$ cat src/rtl/mdio_pkg.sv
package mdio_pkg;

    typedef enum logic [2:0] {
        ST_IDLE,
        ST_PREAMBLE,
        ST_HEADER,
        ST_TURN,
        ST_DATA,
        ST_FINISH
    } seq_state_t;

    localparam logic [1:0] OP_WRITE = 2'b01;
    localparam logic [1:0] OP_READ  = 2'b10;

    localparam logic [2:0] OFS_CMD   = 3'h0;
    localparam logic [2:0] OFS_WDATA = 3'h2;
    localparam logic [2:0] OFS_RDATA = 3'h4;

    localparam int CMD_W  = 12;
    localparam int DATA_W = 16;
    localparam int HDR_W  = 14;
    localparam int TA_W   = 2;

    typedef struct packed {
        logic [1:0] op;
        logic [4:0] phy;
        logic [4:0] regn;
    } mdio_cmd_t;

endpackage

$ cat src/rtl/mdio_clkgen.sv
module mdio_clkgen #(
    parameter int MDC_HALF = 4
) (
    input  logic clk,
    input  logic rst_n,
    output logic mdc,
    output logic rise_tick,
    output logic fall_tick
);
    localparam int CW = (MDC_HALF > 1) ? $clog2(MDC_HALF) : 1;
    localparam logic [CW-1:0] LAST = CW'(MDC_HALF - 1);

    logic [CW-1:0] div_q;
    logic          mdc_q;
    logic          wrap;

    assign wrap      = (div_q == LAST);
    assign rise_tick = wrap & ~mdc_q;
    assign fall_tick = wrap & mdc_q;
    assign mdc       = mdc_q;

    always_ff @(posedge clk or negedge rst_n) begin
        if (!rst_n) begin
            div_q <= '0;
            mdc_q <= 1'b0;
        end else if (wrap) begin
            div_q <= '0;
            mdc_q <= ~mdc_q;
        end else begin
            div_q <= div_q + 1'b1;
        end
    end

    p_one_edge_r3: assert property (@(posedge clk) disable iff (!rst_n)
        $onehot0({rise_tick, fall_tick}));

    p_mdc_quiet_r3: assert property (@(posedge clk) disable iff (!rst_n)
        !(rise_tick || fall_tick) |=> $stable(mdc));

endmodule

$ cat src/rtl/mdio_regfile.sv
module mdio_regfile
    import mdio_pkg::*;
(
    input  logic                  clk,
    input  logic                  rst_n,
    input  logic [2:0]            bus_addr,
    input  logic                  bus_wr,
    input  logic [DATA_W-1:0]     bus_wdata,
    output logic [DATA_W-1:0]     bus_rdata,
    input  logic                  idle,
    input  logic                  rd_done,
    input  logic [DATA_W-1:0]     rd_value,
    output logic                  cmd_start,
    output mdio_cmd_t             cmd,
    output logic [DATA_W-1:0]     wdata
);
    mdio_cmd_t         cmd_q;
    mdio_cmd_t         cmd_in;
    logic [DATA_W-1:0] wdata_q;
    logic [DATA_W-1:0] rdata_q;
    logic              op_valid;

    assign cmd_in    = mdio_cmd_t'(bus_wdata[CMD_W-1:0]);
    assign op_valid  = (cmd_in.op == OP_READ) || (cmd_in.op == OP_WRITE);
    assign cmd_start = bus_wr && (bus_addr == OFS_CMD) && idle && op_valid;
    assign cmd       = cmd_in;
    assign wdata     = wdata_q;

    always_ff @(posedge clk or negedge rst_n) begin
        if (!rst_n) begin
            cmd_q   <= '0;
            wdata_q <= '0;
            rdata_q <= '0;
        end else begin
            if (cmd_start) begin
                cmd_q <= cmd_in;
            end
            if (bus_wr && (bus_addr == OFS_WDATA)) begin
                wdata_q <= bus_wdata;
            end
            if (rd_done) begin
                rdata_q <= rd_value;
            end
        end
    end

    always_comb begin
        unique case (bus_addr)
            OFS_CMD:   bus_rdata = {3'b000, idle, cmd_q};
            OFS_WDATA: bus_rdata = wdata_q;
            OFS_RDATA: bus_rdata = rdata_q;
            default:   bus_rdata = '0;
        endcase
    end

    p_rdata_only_on_done_r6: assert property (@(posedge clk) disable iff (!rst_n)
        !rd_done |=> $stable(rdata_q));

    p_no_start_busy_r8: assert property (@(posedge clk) disable iff (!rst_n)
        !idle |=> $stable(cmd_q));

endmodule

$ cat src/rtl/mdio_frame_seq.sv
module mdio_frame_seq
    import mdio_pkg::*;
#(
    parameter int PRE_LEN = 32
) (
    input  logic              clk,
    input  logic              rst_n,
    input  logic              start,
    input  mdio_cmd_t         cmd,
    input  logic [DATA_W-1:0] wdata,
    input  logic              rise_tick,
    input  logic              fall_tick,
    input  logic              mdio_i,
    output logic              mdio_o,
    output logic              mdio_oe,
    output logic              idle,
    output logic              rd_done,
    output logic [DATA_W-1:0] rd_value
);
    localparam int CNT_MAX = (PRE_LEN > DATA_W) ? PRE_LEN : DATA_W;
    localparam int CNT_W   = $clog2(CNT_MAX);
    localparam logic [CNT_W-1:0] PRE_LAST  = CNT_W'(PRE_LEN - 1);
    localparam logic [CNT_W-1:0] HDR_LAST  = CNT_W'(HDR_W - 1);
    localparam logic [CNT_W-1:0] TA_LAST   = CNT_W'(TA_W - 1);
    localparam logic [CNT_W-1:0] DATA_LAST = CNT_W'(DATA_W - 1);

    seq_state_t        state_q, state_d;
    logic [CNT_W-1:0]  cnt_q, cnt_d;
    logic [HDR_W-1:0]  hdr_q;
    logic [DATA_W-1:0] tx_q;
    logic [DATA_W-1:0] rx_q;
    logic              is_read_q;
    logic              samp_q;

    // next-state decode
    always_comb begin
        state_d = state_q;
        cnt_d   = cnt_q;
        unique case (state_q)
            ST_IDLE: begin
                if (start) begin
                    state_d = ST_PREAMBLE;
                    cnt_d   = '0;
                end
            end
            ST_PREAMBLE: begin
                if (fall_tick) begin
                    if (cnt_q == PRE_LAST) begin
                        state_d = ST_HEADER;
                        cnt_d   = '0;
                    end else begin
                        cnt_d = cnt_q + 1'b1;
                    end
                end
            end
            ST_HEADER: begin
                if (fall_tick) begin
                    if (cnt_q == HDR_LAST) begin
                        state_d = ST_TURN;
                        cnt_d   = '0;
                    end else begin
                        cnt_d = cnt_q + 1'b1;
                    end
                end
            end
            ST_TURN: begin
                if (fall_tick) begin
                    if (cnt_q == TA_LAST) begin
                        state_d = ST_DATA;
                        cnt_d   = '0;
                    end else begin
                        cnt_d = cnt_q + 1'b1;
                    end
                end
            end
            ST_DATA: begin
                if (fall_tick) begin
                    if (cnt_q == DATA_LAST) begin
                        state_d = ST_FINISH;
                        cnt_d   = '0;
                    end else begin
                        cnt_d = cnt_q + 1'b1;
                    end
                end
            end
            ST_FINISH: begin
                if (fall_tick) begin
                    state_d = ST_IDLE;
                end
            end
            default: state_d = ST_IDLE;
        endcase
    end

    // state register and frame datapath
    always_ff @(posedge clk or negedge rst_n) begin
        if (!rst_n) begin
            state_q   <= ST_IDLE;
            cnt_q     <= '0;
            hdr_q     <= '0;
            tx_q      <= '0;
            rx_q      <= '0;
            is_read_q <= 1'b0;
            samp_q    <= 1'b0;
        end else begin
            state_q <= state_d;
            cnt_q   <= cnt_d;
            if (state_q == ST_IDLE && start) begin
                hdr_q     <= {2'b01, cmd.op, cmd.phy, cmd.regn};
                tx_q      <= wdata;
                is_read_q <= (cmd.op == OP_READ);
            end
            if (fall_tick) begin
                samp_q <= (state_q == ST_DATA) && is_read_q;
                if (state_q == ST_HEADER) begin
                    hdr_q <= {hdr_q[HDR_W-2:0], 1'b0};
                end
                if (state_q == ST_DATA) begin
                    tx_q <= {tx_q[DATA_W-2:0], 1'b0};
                end
            end
            if (rise_tick && samp_q) begin
                rx_q <= {rx_q[DATA_W-2:0], mdio_i};
            end
        end
    end

    // line outputs, updated only on MDC falling edges
    always_ff @(posedge clk or negedge rst_n) begin
        if (!rst_n) begin
            mdio_o  <= 1'b1;
            mdio_oe <= 1'b0;
        end else if (fall_tick) begin
            unique case (state_q)
                ST_IDLE: begin
                    mdio_o  <= mdio_o;
                    mdio_oe <= mdio_oe;
                end
                ST_PREAMBLE: begin
                    mdio_o  <= 1'b1;
                    mdio_oe <= 1'b1;
                end
                ST_HEADER: begin
                    mdio_o  <= hdr_q[HDR_W-1];
                    mdio_oe <= 1'b1;
                end
                ST_TURN: begin
                    mdio_o  <= is_read_q ? 1'b1 : (cnt_q == '0);
                    mdio_oe <= !is_read_q;
                end
                ST_DATA: begin
                    mdio_o  <= is_read_q ? 1'b1 : tx_q[DATA_W-1];
                    mdio_oe <= !is_read_q;
                end
                ST_FINISH: begin
                    mdio_o  <= 1'b1;
                    mdio_oe <= 1'b0;
                end
                default: begin
                    mdio_o  <= 1'b1;
                    mdio_oe <= 1'b0;
                end
            endcase
        end
    end

    assign idle     = (state_q == ST_IDLE);
    assign rd_done  = fall_tick && (state_q == ST_FINISH) && is_read_q;
    assign rd_value = rx_q;

    p_idle_released_r2: assert property (@(posedge clk) disable iff (!rst_n)
        (state_q == ST_IDLE) |-> !mdio_oe);

    p_line_on_fall_r3: assert property (@(posedge clk) disable iff (!rst_n)
        !fall_tick |=> $stable(mdio_o));

    p_read_released_r6: assert property (@(posedge clk) disable iff (!rst_n)
        (state_q == ST_DATA) && is_read_q |-> !mdio_oe);

    p_kind_held_r8: assert property (@(posedge clk) disable iff (!rst_n)
        (state_q != ST_IDLE) |=> $stable(is_read_q));

    p_leave_idle_on_start_r7: assert property (@(posedge clk) disable iff (!rst_n)
        (state_q == ST_IDLE) && !start |=> (state_q == ST_IDLE));

endmodule

$ cat src/rtl/mdio_host_master.sv
module mdio_host_master
    import mdio_pkg::*;
#(
    parameter int MDC_HALF = 4,
    parameter int PRE_LEN  = 32
) (
    input  logic        clk,
    input  logic        rst_n,
    input  logic [2:0]  bus_addr,
    input  logic        bus_wr,
    input  logic [15:0] bus_wdata,
    output logic [15:0] bus_rdata,
    output logic        mdc,
    output logic        mdio_o,
    output logic        mdio_oe,
    input  logic        mdio_i
);
    logic              rise_tick;
    logic              fall_tick;
    logic              idle;
    logic              rd_done;
    logic [DATA_W-1:0] rd_value;
    logic              cmd_start;
    mdio_cmd_t         cmd;
    logic [DATA_W-1:0] wdata;

    mdio_clkgen #(.MDC_HALF(MDC_HALF)) u_clkgen (
        .clk       (clk),
        .rst_n     (rst_n),
        .mdc       (mdc),
        .rise_tick (rise_tick),
        .fall_tick (fall_tick)
    );

    mdio_regfile u_regs (
        .clk       (clk),
        .rst_n     (rst_n),
        .bus_addr  (bus_addr),
        .bus_wr    (bus_wr),
        .bus_wdata (bus_wdata),
        .bus_rdata (bus_rdata),
        .idle      (idle),
        .rd_done   (rd_done),
        .rd_value  (rd_value),
        .cmd_start (cmd_start),
        .cmd       (cmd),
        .wdata     (wdata)
    );

    mdio_frame_seq #(.PRE_LEN(PRE_LEN)) u_seq (
        .clk       (clk),
        .rst_n     (rst_n),
        .start     (cmd_start),
        .cmd       (cmd),
        .wdata     (wdata),
        .rise_tick (rise_tick),
        .fall_tick (fall_tick),
        .mdio_i    (mdio_i),
        .mdio_o    (mdio_o),
        .mdio_oe   (mdio_oe),
        .idle      (idle),
        .rd_done   (rd_done),
        .rd_value  (rd_value)
    );

endmodule

$ cat config.mk
export PLATFORM = sky130hd
export DESIGN_NAME = mdio_host_master
export DESIGN_NICKNAME = d
export VERILOG_FILES = /design/src/rtl/mdio_pkg.sv /design/src/rtl/mdio_clkgen.sv /design/src/rtl/mdio_regfile.sv /design/src/rtl/mdio_frame_seq.sv /design/src/rtl/mdio_host_master.sv
export SDC_FILE = /design/constraint.sdc
export NUM_CORES = 1
export LEC_CHECK = 0
export BUFFER_PORTS_ARGS = -buffer_cell sky130_fd_sc_hd__buf_2
export CAP_MARGIN = 20
export CORE_AREA = 10 10 98 122
export DETAILED_ROUTE_END_ITERATION = 8
export DIE_AREA = 0 0 108 132
export PLACE_DENSITY = 0.78
export SYNTH_ARGS = -nofsm -noshare
export SYNTH_HDL_FRONTEND = slang
export SYNTH_SLANG_ARGS = --single-unit
$ cat constraint.sdc
create_clock -name clk -period 1.95 [get_ports clk]
set_input_delay 0.2925 -clock clk [delete_from_list [all_inputs] [get_ports clk]]
set_output_delay 0.2925 -clock clk [all_outputs]
set_load 0.05 [all_outputs]
==> results of run 1 <==
==> routing by layer <==
layer  global-route usage  vias to the layer above  wire (um)
met2                0.272                       39       5770
met3               0.0284                       13        237
met4               0.0543                        0        136
met5                    0                        -          0
li1                     -                     1693          -
met1                0.180                     1731       4390
==> worst reg2reg max path, cell delays in order, from the launching register on <==
cell and delay [ns]:
dfrtp_1 0.39, ha_2 0.20, nand3_2 0.08, inv_1 0.06, ha_1 0.18, nand2b_1 0.14
a21oi_2 0.17, o221ai_2 0.13, or3_1 0.32, o211ai_1 0.10
==> what timing repair did <==
item                                    in CTS  in global routing
endpoints found under the setup margin       2                  4
gates resized for setup                      4                  5
buffers inserted                             1                  2
pin swaps                                    1                  1
hold endpoints to repair                    24                  0
hold buffers                                 1                  0
==> flip-flops by register name, summed over array words and instances (netlist names), 2 cells and up <==
register and count:
u_regs.rdata_q 16, u_regs.wdata 16, u_seq.rd_value 16, u_seq.tx_q 16, u_seq.hdr_q 14, u_regs.cmd_q 12, u_seq.cnt_q 5, u_seq.state_q 3
u_clkgen.div_q 2
==> worst max-delay path by stage <==
stage                                      start                    endpoint  slack (ns)  cells past startpoint
floorplan             u_seq.cnt_q[0]$_DFFE_PN0P_  u_seq.cnt_q[3]$_DFFE_PN0P_       0.005                      9
global placement      u_seq.cnt_q[0]$_DFFE_PN0P_  u_seq.cnt_q[3]$_DFFE_PN0P_        0.07                      9
detailed placement    u_seq.cnt_q[0]$_DFFE_PN0P_  u_seq.cnt_q[3]$_DFFE_PN0P_       -0.03                      9
CTS                 u_seq.state_q[0]$_DFFE_PN0P_               bus_rdata[12]       0.008                      6
global route        u_seq.state_q[0]$_DFFE_PN0P_               bus_rdata[12]       -0.03                      6
finish              u_seq.state_q[2]$_DFFE_PN0P_               bus_rdata[12]        0.04                      6
==> power groups by stage <==
stage | Combinational (mW) | Sequential [mW] | Clock, mW
floorplan | 1.19 | 3.11 | 0
global placement | 1.61 | 3.15 | 0
detailed placement | 1.69 | 3.18 | 0
CTS | 1.72 | 3.15 | 1.79
global route | 1.96 | 3.22 | 1.89
finish | 1.75 | 3.14 | 1.77
==> cells in the final DEF, fill, tap and decap left out, drive strengths merged, types with 2 or more instances in the layout <==
cell type and n:
mux2i 29, mux2 48, buf 68, nand2b 5, a21o 12, o22ai 2
nor2b 2, o21ai 28, nor3 4, a31oi 3, a21oi 22, nand2 90
and3 2, nand3 4, nor2 29, dfrtp 104, a22oi 3, clkbuf 10
clkinvlp 2, o22a 12, ha 8, inv 10
==> through the flow <==
step | setup TNS [ns] | total power [mW] | cell area, sq um | utilization
floorplan | 0 | 4.29 | 5010 | -
detailed placement | -0.0302 | 4.86 | 5480 | 0.574
global route | -0.0385 | 7.08 | 5830 | 0.610
CTS | 0 | 6.66 | 5800 | 0.607
finish | 0 | 6.66 | 5830 | 0.610
global placement | 0 | 4.76 | 5480 | 0.574
==> area by class of cell <==
type | count | area (sq um) | share of cell area
Timing Repair Buffer | 69 | 502 | 0.0861
Multi-Input combinational cell | 319 | 2220 | 0.381
Inverter | 7 | 26.3 | 0.00451
Sequential cell | 105 | 2630 | 0.452
Tap cell | 126 | 158 | 0.0270
Clock inverter | 6 | 50.0 | 0.00859
Clock buffer | 10 | 239 | 0.0410
==> cell families after synthesis <==
| kind of cell | after synthesis | synth area share |
|---|---|---|
| fa+ha+maj | 8 | 0.0201 |
| simple gates | 144 | 0.132 |
| flops | 105 | 0.528 |
| xor+xnor | 1 | 0.00176 |
| buf+inv | 35 | 0.0350 |
| compound gates | 89 | 0.116 |
| mux | 77 | 0.167 |
==> flow_summary.ini, run 1 <==
[die]
dieHeight_um = 132
pin_count = 42
initial_core_util = 0.520
core.rowCount = 40
fp.dieW_um = 108
dieArea_sq_mm = 0.0143
coreArea_sq_mm = 0.00956

[synth]
synthDistinctLibCells = 48
synth_cells = 459
synth_top_area_cell = dfrtp_1
syn-num-nets = 490
synth_area_sq_mm = 0.00497
yosysWarnings = 0
synth_area_leaders = dfrtp_1, mux2_2, nand2_1
async_flop_share = 1.00
yosysMostFrequentCell = dfrtp_1
ys_top_cells_by_count = dfrtp_1, nand2_1, mux2_2
synth-edff-count = 0
synth.ff_latch_count = 105
synth_top_area_share = 0.523
synth_area_per_cell_sq_um = 10.8
yosysSeqAreaShare = 0.528
synth_ff_type = dfrtp_1

[cells_and_area]
nNetsFinal = 542
antenna_cells = 0
stdcell_count = 642
drive_above_1_share = 0.324
nFillCells = 755
syn_to_final_growth_pct = 17.2

[clock_network]
clockBufferDepth = 2
cts.clk_slew.worst_paths_ns = 0.08
clockRootBuffer = clkbuf_16
h-tree-depth = 3
insertion_delay_ns = 0.35
cts_tree = yes
cts.sinks = 105
cts_buffers = 9

[place]
dp.cells = 622
globalplace.congestion = 0.811
dpl.hpwl_um = 7500
place_ws_ns = -0.0302
io_buffers = 41

[setup_path]
timing.rr.end = u_seq.cnt_q[3]$_DFFE_PN0P_
critical_path_buf_inv_count = 1
r2r-start = u_seq.cnt_q[0]$_DFFE_PN0P_
crit_required_ns = 1.66
crit_fanout = 5
slowest_stage = dfrtp_2
critPathKind = reg -> out
max_stage_delay_ns = 0.44
cp.arrival_ns = 1.62
worst_setup_path_end_kind = output pin
critPathTopFamily = simple AND/OR/NAND/NOR gates
crit_top_cell = nor2_1
worstPathCellList = nor3_4, mux2i_1, nor2_1, a21oi_1, nor2_1, buf_6
rrSetupSlack_ns = 0.11
reg2reg_depth = 9
cp-start-kind = flip-flop

[global_routing]
grt_max_degree = 42
grtUsageTotal = 0.155
first_global_vias = 3612
grt-ovfl-total = 0
grt_pass1_wl_um = 17900
antenna_found_initial = 0

[sta]
slew_viol_final = 0
tightestPinTransition_ns = 0.519
relSlewSlack = 0.651
fin_crit_ns = 1.91
clock_skew_ns = 0.00792
setup_ws_ns = 0.0380
fin_hold_ws_ns = 0.172
hold_violations = 0
period_share = 0.981
timing.fmax_mhz = 523
finalSetupViolCount = 0
rsz0062_at_grt = yes

[flow_run]
maxCapViolCount = 0

[hold_path]
hp-class = in -> reg
min_from = mdio_i
hold_end = u_seq.rd_value[0]$_DFFE_PN0P_
hold_depth = 2

[detailed_routing]
drtIter0Drc = 129
post-route-drc-count = 0
first_pass_iters = 4
antenna_left = 0
routedWlPerCell_um = 16.4
routed_wl_um = 10500
avgViaCountPerCell = 5.41
vias = 3476

[power_and_ir_drop]
internal_power_mw = 4.43
leakage_nw = 2.89
net-switching-power_mw = 2.23
powerDensity_mw_per_mm2 = 1140
seq_power_share = 0.472
max-vdd-ir-drop_mv = 0.588
clkPwrFrac = 0.265
p_comb_frac = 0.263
switching_share = 0.335

[status]
status = finished clean
(Power assumes the default switching activity.)
==> run 2, diff against run 1 <==
CORE_AREA = 10 10 120 100   (was 10 10 98 122)
DIE_AREA = 0 0 130 110   (was 0 0 108 132)
==> run 2 against run 1 <==
Compared with the run above:
- setup slack improved by 0.018 ns
- clock power increased by 5%
- combinational power about the same
- maximum frequency rose by 0.95%
- register-to-register slack hardly changed
- worst hold slack got worse by 0.0017 ns
- clock skew is 0.0026 ns lower
==> flow_summary.ini, run 2 (same netlist as run 1, synthesis figures left out) <==
[cells_and_area]
mostFrequentLayoutCells = dfrtp_1, nand2_1, mux2_2
finalInstanceArea_sq_mm = 0.00584
syn_to_final_growth_pct = 17.3
nFillCells = 769
final_core_util = 0.613
nNetsFinal = 542
antenna_cells = 0
layout_commonest_cell = dfrtp_1
multiInputGateArea_sq_mm = 0.00222
regArea_sq_mm = 0.00263
drive_above_1_share = 0.318

[setup_path]
critPathKind = reg -> out
crit_fanout = 6
slowest_stage = dfrtp_2
critPathTopFamily = flip-flops
max_stage_delay_ns = 0.47
crit_top_cell = nor2_1
critical_path_buf_inv_count = 1
crit_required_ns = 1.66
cp.arrival_ns = 1.60
worstPathCellList = nor3_4, mux2i_1, nor2_1, a21oi_1, nor2_1, buf_6
worst_setup_path_end_kind = output pin
cp-start-kind = flip-flop

[status]
status = finished clean

[place]
globalplace.congestion = 0.798
io_buffers = 41
dpl-instance-area_sq_mm = 0.00547
dpl.hpwl_um = 7500

[global_routing]
grt_max_degree = 44
grt_pass1_wl_um = 17500
antenna_found_initial = 0
grt-ovfl-total = 0
top_usage_layer = met2
use_met1 = 0.189
first_global_vias = 3488
met2_usage = 0.270
grtUsageTotal = 0.155
grt_use_met3 = 0.0501

[die]
pin_count = 42
coreArea_sq_mm = 0.00953
dieHeight_um = 110
initial_core_util = 0.522
dieArea_sq_mm = 0.0143
core.rowCount = 32
fp.dieW_um = 130

[power_and_ir_drop]
max-vdd-ir-drop_mv = 0.896
power_mw = 6.80
powerDensity_mw_per_mm2 = 1160
leakage_nw = 2.90

[detailed_routing]
first_pass_iters = 4
routed_wl_um = 10600
vias = 3461
routedWlPerCell_um = 16.7
avgViaCountPerCell = 5.45
antenna_left = 0
post-route-drc-count = 0
drtIter0Drc = 261

[clock_network]
clockRootBuffer = clkbuf_16
cts_tree = yes
cts.clk_slew.worst_paths_ns = 0.07
h-tree-depth = 3
insertion_delay_ns = 0.35
clockBufferDepth = 2
cts.sinks = 105
cts_buffers = 9

[sta]
rsz0062_at_grt = yes
clock_skew_ns = 0.00536
period_share = 0.971
tns_ns = 0
hold_violations = 0
slew_viol_final = 0
finalSetupViolCount = 0
fin_crit_ns = 1.89
tightestPinTransition_ns = 0.464
relSlewSlack = 0.688
timing.fmax_mhz = 528
fin_hold_ws_ns = 0.171

[flow_run]
maxCapViolCount = 0

[hold_path]
hp-class = in -> reg
run 2: stage by stage:
| stage | setup slack [ns] | std cells |
|---|---|---|
| floorplan | 0.00474 | 459 |
| global placement | 0.0626 | 614 |
| detailed placement | -0.00829 | 614 |
| CTS | 0.0177 | 632 |
| global route | -0.0134 | 635 |
| finish | 0.0560 | 635 |
run 2: timing repair:
action,in CTS,in global routing
hold buffers,1,0
gates resized for setup,3,6
setup endpoints to repair,2,8
setup buffers,1,3
pin swaps,1,3
endpoints found under the hold margin,24,0
run 2: final timing paths:
path / endpoint / from / slack (ns) / cells after the start
min: u_regs.wdata[12]$_DFFE_PN0P_ / bus_wdata[12] / 0.17 / 2
min reg2reg: u_clkgen.div_q[0]$_DFF_PN0_ / u_clkgen.div_q[0]$_DFF_PN0_ / 0.43 / 1
max in group asynchronous: u_regs.cmd_q[4]$_DFFE_PN0P_ / rst_n / 0.94 / 3
max: bus_rdata[12] / u_seq.state_q[0]$_DFFE_PN0P_ / 0.06 / 6
min in group asynchronous: u_seq.state_q[0]$_DFFE_PN0P_ / rst_n / 0.41 / 2
max reg2reg: u_seq.state_q[1]$_DFFE_PN0P_ / u_seq.cnt_q[1]$_DFFE_PN0P_ / 0.10 / 10
run 2: area by class of cell:
cell class                 instances  share of cell area
multi-input combinational        319               0.381
sequential                       105               0.451
clock inverter                     6              0.0126
inverter                           7             0.00450
timing repair buffer              69              0.0860
tap                              119              0.0255
clock buffer                      10              0.0392
run 2: report_power, final:
| group | internal [mW] | switching, mW |
|---|---|---|
| registers | 2.75 | 0.413 |
| logic | 0.788 | 0.995 |
| clock network | 1.02 | 0.840 |
run 2: layer usage:
metal,part of all wire,vias to the layer above
li1,-,1700
met1,0.45,1705
met2,0.50,52
met3,0.040,4
met4,0.0035,0
met5,0,-
